--- src/rtl/rsch_pkg.sv ---
package rsch_pkg;
    // Power sequencer states
    typedef enum logic [1:0] {
        PWR_RUN  = 2'd0,
        PWR_SELF = 2'd1,
        PWR_WAKE = 2'd2
    } pwr_state_e;
endpackage

--- src/rtl/rsch_interval.sv ---
// Interval timer: one tick per average refresh interval, derated length
// chosen when an interval starts.
module rsch_interval #(
    parameter int unsigned T_REFI = 3120
) (
    input  logic clk_i,
    input  logic rst_ni,
    input  logic run_i,
    input  logic restart_i,
    input  logic temp_hi_i,
    output logic tick_o
);
    localparam int unsigned T_HOT = T_REFI / 2;
    localparam int unsigned CW    = $clog2(T_REFI);

    typedef struct packed {
        logic [CW-1:0] cnt;
    } ival_regs_t;

    ival_regs_t cur_q, nxt_d;
    logic [CW-1:0] reload_val;

    always_comb begin
        nxt_d      = cur_q;
        tick_o     = 1'b0;
        reload_val = temp_hi_i ? CW'(T_HOT - 1) : CW'(T_REFI - 1);
        if (restart_i) begin
            nxt_d.cnt = reload_val;
        end else if (run_i) begin
            if (cur_q.cnt == '0) begin
                tick_o    = 1'b1;
                nxt_d.cnt = reload_val;
            end else begin
                nxt_d.cnt = cur_q.cnt - CW'(1);
            end
        end
    end

    always_ff @(posedge clk_i or negedge rst_ni) begin
        if (!rst_ni) begin
            cur_q.cnt <= CW'(T_REFI - 1);
        end else begin
            cur_q <= nxt_d;
        end
    end
endmodule

--- src/rtl/rsch_pending.sv ---
// Saturating count of owed refreshes.
module rsch_pending #(
    parameter int unsigned MAX_PEND = 8,
    parameter int unsigned PW       = $clog2(MAX_PEND + 1)
) (
    input  logic          clk_i,
    input  logic          rst_ni,
    input  logic          tick_i,
    input  logic          take_i,
    input  logic          clear_i,
    output logic [PW-1:0] count_o,
    output logic          full_o
);
    typedef struct packed {
        logic [PW-1:0] cnt;
    } pend_regs_t;

    pend_regs_t cur_q, nxt_d;

    always_comb begin
        nxt_d = cur_q;
        if (clear_i) begin
            nxt_d.cnt = '0;
        end else if (tick_i && !take_i) begin
            if (cur_q.cnt != PW'(MAX_PEND)) begin
                nxt_d.cnt = cur_q.cnt + PW'(1);
            end
        end else if (take_i && !tick_i) begin
            if (cur_q.cnt != '0) begin
                nxt_d.cnt = cur_q.cnt - PW'(1);
            end
        end
    end

    assign count_o = cur_q.cnt;
    assign full_o  = (cur_q.cnt == PW'(MAX_PEND));

    always_ff @(posedge clk_i or negedge rst_ni) begin
        if (!rst_ni) begin
            cur_q.cnt <= '0;
        end else begin
            cur_q <= nxt_d;
        end
    end
endmodule

--- src/rtl/rsch_power.sv ---
// Self-refresh sequencer: clock-enable control, minimum level time and
// the two wake-up recovery windows.
module rsch_power
    import rsch_pkg::*;
#(
    parameter int unsigned T_CKE  = 3,
    parameter int unsigned T_XSNR = 55,
    parameter int unsigned T_XSRD = 200
) (
    input  logic clk_i,
    input  logic rst_ni,
    input  logic sref_req_i,
    input  logic quiet_i,
    output logic cke_o,
    output logic run_o,
    output logic self_o,
    output logic enter_o,
    output logic exit_o,
    output logic nrd_ok_o,
    output logic rd_ok_o
);
    localparam int unsigned HW = (T_CKE > 1) ? $clog2(T_CKE) : 1;
    localparam int unsigned NW = $clog2(T_XSNR + 1);
    localparam int unsigned RW = $clog2(T_XSRD + 1);

    typedef struct packed {
        pwr_state_e    state;
        logic          cke;
        logic [HW-1:0] hold;
        logic [NW-1:0] nrd;
        logic [RW-1:0] rd;
    } pwr_regs_t;

    pwr_regs_t cur_q, nxt_d;

    always_comb begin
        nxt_d   = cur_q;
        enter_o = 1'b0;
        exit_o  = 1'b0;
        if (cur_q.hold != '0) nxt_d.hold = cur_q.hold - HW'(1);
        if (cur_q.nrd  != '0) nxt_d.nrd  = cur_q.nrd  - NW'(1);
        if (cur_q.rd   != '0) nxt_d.rd   = cur_q.rd   - RW'(1);
        unique case (cur_q.state)
            PWR_RUN: begin
                if (sref_req_i && quiet_i && cur_q.hold == '0) begin
                    nxt_d.state = PWR_SELF;
                    nxt_d.cke   = 1'b0;
                    nxt_d.hold  = HW'(T_CKE - 1);
                    enter_o     = 1'b1;
                end
            end
            PWR_SELF: begin
                if (!sref_req_i && cur_q.hold == '0) begin
                    nxt_d.state = PWR_WAKE;
                    nxt_d.cke   = 1'b1;
                    nxt_d.hold  = HW'(T_CKE - 1);
                    nxt_d.nrd   = NW'(T_XSNR);
                    nxt_d.rd    = RW'(T_XSRD);
                    exit_o      = 1'b1;
                end
            end
            PWR_WAKE: begin
                if (cur_q.rd == '0) nxt_d.state = PWR_RUN;
            end
            default: nxt_d.state = PWR_RUN;
        endcase
    end

    assign cke_o    = cur_q.cke;
    assign run_o    = (cur_q.state == PWR_RUN);
    assign self_o   = (cur_q.state == PWR_SELF);
    assign nrd_ok_o = (cur_q.state == PWR_RUN) ||
                      (cur_q.state == PWR_WAKE && cur_q.nrd == '0);
    assign rd_ok_o  = (cur_q.state == PWR_RUN) ||
                      (cur_q.state == PWR_WAKE && cur_q.rd == '0);

    always_ff @(posedge clk_i or negedge rst_ni) begin
        if (!rst_ni) begin
            cur_q.state <= PWR_RUN;
            cur_q.cke   <= 1'b1;
            cur_q.hold  <= '0;
            cur_q.nrd   <= '0;
            cur_q.rd    <= '0;
        end else begin
            cur_q <= nxt_d;
        end
    end
endmodule

--- src/rtl/ddr_refresh_sched.sv ---
// Refresh scheduler top: interval timer, owed-refresh counter, refresh
// cycle gate and self-refresh sequencer.
module ddr_refresh_sched #(
    parameter int unsigned T_REFI   = 3120,
    parameter int unsigned T_RFC    = 51,
    parameter int unsigned T_XSNR   = 55,
    parameter int unsigned T_XSRD   = 200,
    parameter int unsigned T_CKE    = 3,
    parameter int unsigned MAX_PEND = 8,
    localparam int unsigned PW      = $clog2(MAX_PEND + 1)
) (
    input  logic          clk_i,
    input  logic          rst_ni,
    input  logic          temp_hi_i,
    input  logic          sref_req_i,
    input  logic          ref_grant_i,
    output logic          ref_req_o,
    output logic          ref_urgent_o,
    output logic [PW-1:0] ref_pending_o,
    output logic          cmd_allow_o,
    output logic          rd_allow_o,
    output logic          cke_o
);
    localparam int unsigned FW = $clog2(T_RFC + 1);

    typedef struct packed {
        logic [FW-1:0] rfc;
    } top_regs_t;

    top_regs_t cur_q, nxt_d;

    logic tick, take, rfc_idle, quiet;
    logic pw_run, pw_self, pw_enter, pw_exit, nrd_ok, rd_ok;

    assign rfc_idle  = (cur_q.rfc == '0);
    assign ref_req_o = pw_run && rfc_idle && (ref_pending_o != '0);
    assign take      = ref_req_o && ref_grant_i;
    assign quiet     = rfc_idle && !take;

    always_comb begin
        nxt_d = cur_q;
        if (take) begin
            nxt_d.rfc = FW'(T_RFC);
        end else if (!rfc_idle) begin
            nxt_d.rfc = cur_q.rfc - FW'(1);
        end
    end

    always_ff @(posedge clk_i or negedge rst_ni) begin
        if (!rst_ni) begin
            cur_q.rfc <= '0;
        end else begin
            cur_q <= nxt_d;
        end
    end

    rsch_interval #(.T_REFI(T_REFI)) ival_i (
        .clk_i     (clk_i),
        .rst_ni    (rst_ni),
        .run_i     (!pw_self),
        .restart_i (pw_exit),
        .temp_hi_i (temp_hi_i),
        .tick_o    (tick)
    );

    rsch_pending #(.MAX_PEND(MAX_PEND), .PW(PW)) pend_i (
        .clk_i   (clk_i),
        .rst_ni  (rst_ni),
        .tick_i  (tick),
        .take_i  (take),
        .clear_i (pw_enter),
        .count_o (ref_pending_o),
        .full_o  (ref_urgent_o)
    );

    rsch_power #(.T_CKE(T_CKE), .T_XSNR(T_XSNR), .T_XSRD(T_XSRD)) pwr_i (
        .clk_i      (clk_i),
        .rst_ni     (rst_ni),
        .sref_req_i (sref_req_i),
        .quiet_i    (quiet),
        .cke_o      (cke_o),
        .run_o      (pw_run),
        .self_o     (pw_self),
        .enter_o    (pw_enter),
        .exit_o     (pw_exit),
        .nrd_ok_o   (nrd_ok),
        .rd_ok_o    (rd_ok)
    );

    assign cmd_allow_o = rfc_idle && nrd_ok;
    assign rd_allow_o  = rfc_idle && rd_ok;
endmodule

--- config.mk ---
export PLATFORM = sky130hd
export DESIGN_NAME = ddr_refresh_sched
export DESIGN_NICKNAME = d
export VERILOG_FILES = /design/src/rtl/rsch_pkg.sv /design/src/rtl/rsch_interval.sv /design/src/rtl/rsch_pending.sv /design/src/rtl/rsch_power.sv /design/src/rtl/ddr_refresh_sched.sv
export SDC_FILE = /design/constraint.sdc
export NUM_CORES = 1
export LEC_CHECK = 0
export CELL_PAD_IN_SITES_DETAIL_PLACEMENT = 0
export CELL_PAD_IN_SITES_GLOBAL_PLACEMENT = 1
export CORE_UTILIZATION = 49
export DETAILED_ROUTE_END_ITERATION = 6
export PLACE_DENSITY_LB_ADDON = 0.3
export RECOVER_POWER = 25
export SLEW_MARGIN = 25
export SYNTH_ARGS = -nofsm -noshare
export SYNTH_HDL_FRONTEND = slang
export SYNTH_SLANG_ARGS = --single-unit
--- constraint.sdc ---
create_clock -name clk_i -period 8.6 [get_ports clk_i]
set_input_delay 1.72 -clock clk_i [delete_from_list [all_inputs] [get_ports clk_i]]
set_output_delay 1.72 -clock clk_i [all_outputs]
set_load 0.05 [all_outputs]
# After elaboration in Yosys (flattened, before gate mapping)
# Cells that the tools add are included.
[totals]
ff_bits = 41
in_bits = 5
out_inout_bits = 9
word_cells = 86
[classes]
add_sub_neg = 7
n_eq_ne = 10
muxes = 27
reduce_logical = 34
[op_table]
columns = ["operator", "n"]
rows = [
  ["$mux 12", 4],
  ["$mux 4", 5],
  ["$mux 19", 1],
  ["$mux 6", 3],
  ["$mux 14", 1],
  ["$logic_and 1x1->1", 13],
  ["$logic_not 12->1", 1],
  ["$logic_not 6->1", 2],
  ["$sub 12x1->12 const B", 1],
  ["$sub 6x1->6 const B", 2],
  ["$ne 2x1->1 const B", 5],
  ["$reduce_and 3->1", 3],
  ["$logic_not 8->1", 1],
  ["$mux 8", 1],
  ["$reduce_bool 8->1", 1],
  ["$sub 8x1->8 const B", 1],
  ["$mux 1", 7],
  ["$pmux 2 s3", 1],
  ["$pmux 3 s2", 1],
  ["$reduce_bool 3->1", 2],
  ["$reduce_bool 6->1", 1],
  ["$mux 5", 1],
  ["$add 4x1->4 const B", 1],
  ["$eq 4x4->1 const B", 1],
  ["other kinds (12)", 18],
]

# Longest topological paths before layout
# Gate-level depths: netlist of the first run.
[depth]
ltp_word = 12
ltp_mapped = 13
depth_no_buf = 12

# By module
# From an unflattened synthesis of the first run, not the netlist that was laid out.
[hier_totals]
cells_unflattened = 262
area_unflattened_um2 = 2507.4
[by_module_without_submodules]
columns = ["module", "instances", "cells_each", "area_each_um2"]
rows = [
  ["rsch_power", 1, 102, 975.9],
  ["rsch_interval", 1, 82, 758.2],
  ["rsch_pending", 1, 41, 395.4],
  ["ddr_refresh_sched", 1, 37, 377.9],
]

# Least setup slack after synthesis of the first run
# No wires, ideal clock.
[synth_timing]
kind = "register to output"
start = "register pwr_i.cur_q[2] in the netlist's numbering"
end = "output port rd_allow_o"
t_arrival_ns = 2.389
required_ns = 6.880
setup_slack_ns = 4.491
stages_incl_launch_ff = 5
n_path_buf = 1
cell_sequence = "dfrtp_1 > or4_1 > or4b_1 > buf_2 > a21oi_1"
[synth_between]
elab_chain_cells = 4
[synth_lines]
columns = ["item", "line_no", "source"]
rows = [
  ["start: declaration", "rsch_power.sv:34", "pwr_regs_t cur_q, nxt_d;"],
  ["start signal: assignment", "rsch_power.sv:85", "cur_q <= nxt_d;"],
  ["$logic_not 8->1", "rsch_power.sv:75", "(cur_q.state == PWR_WAKE && cur_q.rd == '0);"],
  ["$logic_and 1x1->1", "rsch_power.sv:75", ""],
  ["$logic_or 1x1->1", "rsch_power.sv:74", "assign rd_ok_o = (cur_q.state == PWR_RUN) ||"],
  ["$logic_and 1x1->1", "ddr_refresh_sched.sv:91", "assign rd_allow_o = rfc_idle && rd_ok;"],
  ["end: declaration", "ddr_refresh_sched.sv:21", "output logic rd_allow_o,"],
]
# Every way passes these cells.

# Final worst setup path of the first run
# Ends and elaborated chain as after synthesis.

==> results.cfg, run 1 <==
[critical_path]
arrival_ns = 2.98
cp.required_ns = 6.88
startpoint = pwr_i.cur_q[2]$_DFF_PN0_
worst_setup_path_end_kind = output pin
rrSetupSlack_ns = 5.35
start_kind = flop
worstReg2RegEnd = pend_i.count_o[3]$_DFFE_PN0P_
rr_startpoint = cur_q[0]$_DFFE_PN0P_
reg2reg_depth = 12
path_class = reg2out
path_max_fanout = 8

[grt]
antenna_found_initial = 0
grt_pass1_vias = 1730
grt_pass1_wl_mm = 7.983
grt_max_degree = 42
grt_overflow = 0
track_usage = 0.1996

[job]
maxCapViolations = 1

[synth]
synth_edf_count = 0
ys_ff_latch = 41
syn-num-nets = 266
synthesis.area_um2 = 2349
ys_seq_area_frac = 0.4411
ys_types = 49
async_reset_ff_frac = 1.000
synth_top_flop_cell = dfrtp_1
synth.avg_cell_area_um2 = 9.432
ys_warn_count = 0
synthCells = 249

[layout]
syn_to_final_growth_pct = 11.13
antenna_cells = 0
regArea_um2 = 1036
drive_gt1_frac = 0.08812
nNetsFinal = 277
num-fill-cells = 399
utilization = 0.5833
multi_input_area_um2 = 1216
layout_common_cells = dfrtp_1 (33), nand2_1 (28), nor3_1 (21)
final_common_cell = dfrtp_1

[sta]
hold_viol = 0
rsz0062_at_grt = no
finalClockSkew_ns = 0.003453
max_freq_mhz = 212.6
min_period_ns = 4.705
finalSetupViolations = 0
worstMarginPinSlew_ns = 2.194
finalWorstSetupSlack_ns = 3.895
timing.final.crit_share = 0.5470
drv_slew = 42
relSlewSlack = -0.4629
setup-tns-final_ns = 0

[power]
pwr-share-clk = 0.437
swShare = 0.2001
power.leakage_nw = 1.170
pwr_density_cell_nw_per_um2 = 140.2
combPwrFrac = 0.025
total_power_w = 0.0003659
p_sw_w = 0.00007320
pwr-share-seq = 0.538
ir_worst_vdd_mv = 0.08487
p_int_w = 0.0002927

[detailed_routing]
drtIter0Drc = 81
drt_drc_violations_left = 0
avgViaCountPerCell = 5.754
vias = 1801
wl_per_cell_um = 14.42
wirelength_mm = 4.513
ant_nets = 0
first_pass_iters = 4

[clock_tree]
cts_root_buf = clkbuf_8
cts_resized = 0
hold_buffers = 0
insertion_delay_ns = 0.29
cts.reportedPaths.clkPinSlew_ns = 0.08
cts_tree = yes
cts_sinks = 41
htreeDepth = 2
cts_buffers = 5
clock_path_buffers = 2
post_cts_buffers = 0

[placed_design]
port_buffers = 13
place_ws_ns = 4.220
place_congestion = 0.7773
dp_hpwl_mm = 3.153

[hold_path]
min_from = pwr_i.cke_o$_DFFE_PN1P_
min_path_type = reg2reg
whs_endpoint = pwr_i.cke_o$_DFFE_PN1P_
hold_depth = 2

[floorplan]
ios = 14
die_x_um = 71.23
die_h_um = 71.23
fp.coreArea_um2 = 4474
die_area_um2 = 5074
start_util = 0.5249
row_count = 24

[status]
status = finished, violations left
violations = max-capacitance violations, max-slew violations
registers in the layout, summed over array words and instances (netlist names):
signal	cells
pwr_i.cur_q	18
ival_i.cur_q	12
cur_q	6
pend_i.count_o	4
pwr_i.cke_o	1
cell usage after synthesis, drive strengths merged (5+ instances only):
master,number,area share
dfrtp,33,0.35
nand2,28,0.045
nor3,21,0.045
nor2,16,0.026
o21ai,16,0.039
inv,14,0.022
ha,11,0.059
xnor2,10,0.037
a21oi,9,0.019
dfstp,8,0.090
xor2,7,0.026
clkbuf,6,0.0096
and2,5,0.013
nor4,5,0.013
o211ai,5,0.016
worst max-delay path: stages (launching register included):
cell	delay, ns
dfrtp_1	0.42
or4_1	0.56
or4b_1	0.68
a21oi_1	0.22
clkdlybuf4s50_1	0.82
metrics by stage:
| stage | hold slack (ns) | instances | instance area (um^2) |
|---|---|---|---|
| after CTS | 0.4792 | 313 | 2611 |
| final | 0.4765 | 313 | 2610 |
| after floorplan | 0.4473 | 249 | 2349 |
| after global placement | 0.4439 | 305 | 2495 |
| after detailed placement | 0.4694 | 305 | 2495 |
| after global routing | 0.5263 | 313 | 2610 |
layout make-up:
class / instances / area share
tap: 52 / 0.02493
multi-input combinational: 185 / 0.4660
inverter: 14 / 0.02013
timing repair buffer: 13 / 0.04746
clock buffer: 7 / 0.03308
clock inverter: 1 / 0.01151
sequential: 41 / 0.3969
worst max-delay path by stage:
| stage | endpoint |
|---|---|
| 3_5_place_dp | rd_allow_o |
| 5_1_grt | rd_allow_o |
| 2_1_floorplan | rd_allow_o |
| 4_1_cts | rd_allow_o |
| 6_report | rd_allow_o |
| 3_3_place_gp | rd_allow_o |
logic make-up (layout without fill, tap and decap cells):
group | count (synthesis) | after routing | synth area share
AO/OA/AOI/OAI | 51 | 51 | 0.1540
XOR/XNOR | 17 | 17 | 0.06340
adder cells (fa/ha/maj) | 12 | 12 | 0.06713
buffers and inverters | 23 | 35 | 0.04102
flip-flops | 41 | 41 | 0.4411
multiplexers | 2 | 2 | 0.008525
AND/OR/NAND/NOR | 103 | 103 | 0.2248
per-layer routing:
metal | wire [um] | vias up | global-route usage | part of all wire
met5 | 0 | - | 0 | 0
met4 | 70 | 0 | 0.07556 | 0.016
met3 | 98 | 8 | 0.03094 | 0.022
met2 | 1991 | 18 | 0.3069 | 0.44
met1 | 2353 | 868 | 0.2865 | 0.52
li1 | - | 907 | - | -
power by group through the flow:
stage | registers (W) | logic (W) | clock network (W)
floorplan | 0.000200 | 0.00000324 | 0
global placement | 0.000200 | 0.00000947 | 0
detailed placement | 0.000200 | 0.00000958 | 0
CTS | 0.000197 | 0.00000964 | 0.000164
global route | 0.000197 | 0.0000106 | 0.000169
finish | 0.000197 | 0.00000918 | 0.000160
Note: power is estimated with default switching activity, not from simulation.
==> run 2: changes to the inputs <==
- CORE_UTILIZATION: 49 -> 46
- clock period: 8.6 -> 4.4 ns (I/O delays scaled with it)
==> run 2 against run 1 <==
Net effect:
- the run still ends with max-capacitance violations, max-slew violations left
- core utilization is 4.4 points lower
- hold slack better by 0.0030 ns
- clock skew is 0.00058 ns higher
- critical endpoint unchanged
- setup slack worse by 3.3 ns
==> results.cfg, run 2 (synthesis gave the netlist of run 1 again) <==
[power]
total_power_w = 0.0006495
p_sw_w = 0.0001529
power.leakage_nw = 1.155
pwr-share-seq = 0.592
pwr-share-clk = 0.380
pwr_density_cell_nw_per_um2 = 249.9
ir_worst_vdd_mv = 0.1264
combPwrFrac = 0.028
swShare = 0.2354
p_int_w = 0.0004966

[detailed_routing]
avgViaCountPerCell = 5.457
wl_per_cell_um = 13.85
first_pass_iters = 4
vias = 1790
drtIter0Drc = 89
wirelength_mm = 4.542
drt_drc_violations_left = 0
ant_nets = 0

[layout]
num-fill-cells = 480
reg.largest.list = pwr_i.cur_q (18), ival_i.cur_q (12), cur_q (6)
syn_to_final_growth_pct = 10.66
utilization = 0.5395
antenna_cells = 0
nNetsFinal = 277
largest_reg_flops = 18
largest-register = pwr_i.cur_q
final_common_cell = dfrtp_1
drive_gt1_frac = 0.09195
layout_common_cells = dfrtp_1 (33), nand2_1 (28), nor3_1 (21)

[grt]
gr-usage-met2 = 0.3150
antenna_found_initial = 0
use_met1 = 0.2623
grt_max_degree = 42
grt_overflow = 0
grt_pass1_vias = 1728
grt-busiest-layer = met2
track_usage = 0.1954
grt_pass1_wl_mm = 8.010
gr-usage-met3 = 0.02881

[critical_path]
path_class = reg2out
worst_setup_path_end_kind = output pin
arrival_ns = 2.96
cp.required_ns = 3.52
reg2reg_depth = 12
path_max_fanout = 8
start_kind = flop

[clock_tree]
clock_path_buffers = 2
cts_root_buf = clkbuf_8
cts_resized = 0
cts.reportedPaths.clkPinSlew_ns = 0.08
cts_sinks = 41
cts_tree = yes
insertion_delay_ns = 0.29
post_cts_buffers = 0
hold_buffers = 0
cts_buffers = 5
htreeDepth = 2

[sta]
drv_slew = 42
timing.final.crit_share = 0.8739
min_period_ns = 3.845
finalWorstSetupSlack_ns = 0.5550
worstMarginPinSlew_ns = 2.169
relSlewSlack = -0.4457
fin_hold_ws_ns = 0.4795
rsz0062_at_grt = no
max_freq_mhz = 260.1
finalClockSkew_ns = 0.004033
setup-tns-final_ns = 0
finalSetupViolations = 0
hold_viol = 0

[floorplan]
fp.coreArea_um2 = 4817
start_util = 0.4875
die_x_um = 73.45
die_h_um = 73.45
row_count = 25
ios = 14
die_area_um2 = 5395

[placed_design]
place_ws_ns = 0.8674
dp_hpwl_mm = 3.199
port_buffers = 13
place_congestion = 0.8226

[hold_path]
hold_depth = 2
min_path_type = reg2reg

[status]
violations = max-capacitance violations, max-slew violations
status = finished, violations left

[job]
maxCapViolations = 1
==> run 2: cell count changes in the layout (fill, tap and decap cells not counted) <==
cell and change:
clkbuf_1 -1, clkbuf_8 -1, bufinv_16 -1, clkinv_2 +2, clkinvlp_4 +1
==> run 2: worst paths after layout <==
| check | slack, ns | from | endpoint |
|---|---|---|---|
| max in group asynchronous | 1.95 | rst_ni | ival_i.cur_q[7]$_DFFE_PN0P_ |
| setup / recovery | 0.56 | pwr_i.cur_q[2]$_DFF_PN0_ | rd_allow_o |
| min in group asynchronous | 1.21 | rst_ni | pwr_i.cur_q[11]$_DFF_PN0_ |
| setup reg to reg | 1.25 | cur_q[0]$_DFFE_PN0P_ | pend_i.count_o[3]$_DFFE_PN0P_ |
| hold reg to reg | 0.48 | pwr_i.cke_o$_DFFE_PN1P_ | pwr_i.cke_o$_DFFE_PN1P_ |
| hold / removal | 0.48 | pwr_i.cke_o$_DFFE_PN1P_ | pwr_i.cke_o$_DFFE_PN1P_ |
==> run 2: layout make-up <==
cell class	count	area (um^2)	share of cell area
Tap cell	67	83.83	0.03226
Clock inverter	3	17.52	0.006740
Clock buffer	5	68.82	0.02648
Sequential cell	41	1036	0.3987
Inverter	14	52.55	0.02022
Timing Repair Buffer	13	123.9	0.04767
Multi-Input combinational cell	185	1216	0.4680
==> run 2: power by group through the flow <==
stage          registers, W  clock network (W)   logic [W]
4_1_cts            0.000385           0.000257   0.0000188
5_1_grt            0.000385           0.000269   0.0000209
3_5_place_dp       0.000392                  0   0.0000188
2_1_floorplan      0.000391                  0  0.00000633
6_report           0.000385           0.000247   0.0000179
3_3_place_gp       0.000392                  0   0.0000188
==> run 2: metrics by stage <==
stage | std cells | cell area, um^2
after floorplan | 249 | 2349
after global placement | 320 | 2514
after detailed placement | 320 | 2514
after CTS | 328 | 2600
after global routing | 328 | 2599
final | 328 | 2599
==> run 2: worst max-delay path, stage by stage (launching register included) <==
cell and delay [ns]:
dfrtp_1 0.41, or4_1 0.57, or4b_1 0.68, a21oi_1 0.20, clkdlybuf4s50_1 0.81
==> run 2: metal layers <==
| layer | share of wire | routed length, um | vias up |
|---|---|---|---|
| met4 | 0.017 | 78 | 0 |
| met2 | 0.45 | 2037 | 21 |
| met5 | 0 | 0 | - |
| met3 | 0.025 | 114 | 7 |
| li1 | - | - | 912 |
| met1 | 0.51 | 2311 | 850 |
==> run 3: changes to the inputs <==
- CORE_MARGIN: default -> 2
==> run 3 against run 2 <==
Net effect:
- via count rose by 0.61%
- clock skew grew 0.0033 ns
- largest power group unchanged
- clock power up 49%
- the flow still finishes with violations (max-capacitance violations, max-slew violations)
- clock-buffer cell count did not move
- non-clock buffer count unchanged
- critical path depth did not move
==> results.cfg, run 3 (synthesis gave the netlist of run 1 again) <==
[status]
status = finished, violations left
violations = max-capacitance violations, max-slew violations

[clock_tree]
htreeDepth = 2
cts.reportedPaths.clkPinSlew_ns = 0.08
cts_sinks = 41
cts_root_buf = clkbuf_8
cts_resized = 0
post_cts_buffers = 0
clock_path_buffers = 2
cts_tree = yes
cts_buffers = 5
insertion_delay_ns = 0.30
hold_buffers = 0

[power]
pwr-share-clk = 0.478
total_power_w = 0.0007708
pwr-share-seq = 0.499
p_int_w = 0.0006155
pwr_density_cell_nw_per_um2 = 290.5
power.leakage_nw = 1.180
p_sw_w = 0.0001553
swShare = 0.2015
ir_worst_vdd_mv = 0.1407
combPwrFrac = 0.023

[critical_path]
crit_slowest_cell = clkdlybuf4s50_1
start_kind = flop
worst_setup_path_end_kind = output pin
path_class = reg2out
arrival_ns = 2.97
worstPathCellList = or4_1 -> or4b_1 -> a21oi_1 -> clkdlybuf4s50_1
critPathMaxStageDelay_ns = 0.81
path_max_fanout = 8
cp.required_ns = 3.52

[grt]
track_usage = 0.1742
grt_max_degree = 42
antenna_found_initial = 0
grt_pass1_wl_mm = 7.507
grt_pass1_vias = 1570
grt_overflow = 0

[placed_design]
port_buffers = 13
place_congestion = 0.7579
dp_hpwl_mm = 3.199

[layout]
layout_common_cells = dfrtp_1 (33), nand2_1 (28), nor3_1 (21)
largest_reg_flops = 18
utilization = 0.5297
drive_gt1_frac = 0.09195
reg.largest.list = pwr_i.cur_q (18), ival_i.cur_q (12), cur_q (6)
num-fill-cells = 485
nNetsFinal = 277
antenna_cells = 0
syn_to_final_growth_pct = 13.00
final_common_cell = dfrtp_1
largest-register = pwr_i.cur_q

[sta]
max_freq_mhz = 260.0
relSlewSlack = -0.4703
worstMarginPinSlew_ns = 2.205
finalSetupViolations = 0
hold_viol = 0
finalClockSkew_ns = 0.007306
rsz0062_at_grt = no
setup-tns-final_ns = 0
drv_slew = 42
min_period_ns = 3.847
fin_hold_ws_ns = 0.4713
timing.final.crit_share = 0.8742

[detailed_routing]
drtIter0Drc = 79
avgViaCountPerCell = 5.441
wl_per_cell_um = 13.72
drt_drc_violations_left = 0
wirelength_mm = 4.540
vias = 1801
first_pass_iters = 4
ant_nets = 0

[floorplan]
ios = 14
die_x_um = 75.45
start_util = 0.4688
die_h_um = 75.45
row_count = 26
die_area_um2 = 5693
fp.coreArea_um2 = 5010

[hold_path]
min_path_type = reg2reg

[job]
maxCapViolations = 1
## run 3: critical path, delay by kind of cell, from the launching register on
kind                   cells  cell delay, ns
AND/OR/NAND/NOR            2            1.24
buffers and inverters      1            0.81
flip-flops                 1            0.42
AO/OA/AOI/OAI              1            0.20
## run 3: worst paths after layout
path	end	slack, ns	depth (start not counted)	from
min	pwr_i.cke_o$_DFFE_PN1P_	0.47	2	pwr_i.cke_o$_DFFE_PN1P_
min in group asynchronous	pwr_i.cur_q[11]$_DFF_PN0_	1.23	1	rst_ni
min reg2reg	pwr_i.cke_o$_DFFE_PN1P_	0.47	2	pwr_i.cke_o$_DFFE_PN1P_
max	rd_allow_o	0.55	4	pwr_i.cur_q[2]$_DFF_PN0_
max in group asynchronous	ival_i.cur_q[9]$_DFFE_PN0P_	1.92	1	rst_ni
max reg2reg	pend_i.count_o[3]$_DFFE_PN0P_	1.24	12	cur_q[0]$_DFFE_PN0P_
## run 3: area by class of cell
cell class | count | area [um^2] | share of cell area
Inverter | 14 | 52.55 | 0.01980
Multi-Input combinational cell | 185 | 1216 | 0.4583
Clock buffer | 5 | 68.82 | 0.02593
Clock inverter | 3 | 68.82 | 0.02593
Sequential cell | 41 | 1036 | 0.3904
Tap cell | 70 | 87.58 | 0.03300
Timing Repair Buffer | 13 | 123.9 | 0.04668
## run 3: metal layers
metal | wire length [um] | share of wire | track usage
met5 | 0 | 0 | 0
met4 | 77 | 0.017 | 0.05848
met3 | 132 | 0.029 | 0.03968
met2 | 2033 | 0.45 | 0.2647
met1 | 2296 | 0.51 | 0.2462
## run 3: power groups by stage
stage / Combinational (W) / Sequential (W) / Clock, W
after floorplan: 0.00000633 / 0.000391 / 0
after global placement: 0.0000189 / 0.000392 / 0
after detailed placement: 0.0000190 / 0.000392 / 0
after CTS: 0.0000191 / 0.000385 / 0.000380
after global routing: 0.0000210 / 0.000385 / 0.000393
final: 0.0000179 / 0.000385 / 0.000368
## run 3: metrics by stage
step | cells | worst slack (ns) | area, um^2
after floorplan | 249 | 1.131 | 2349
after global placement | 323 | 0.8892 | 2517
after detailed placement | 323 | 0.8705 | 2517
after CTS | 331 | 0.5390 | 2655
after global routing | 331 | 0.4421 | 2654
final | 331 | 0.5534 | 2654
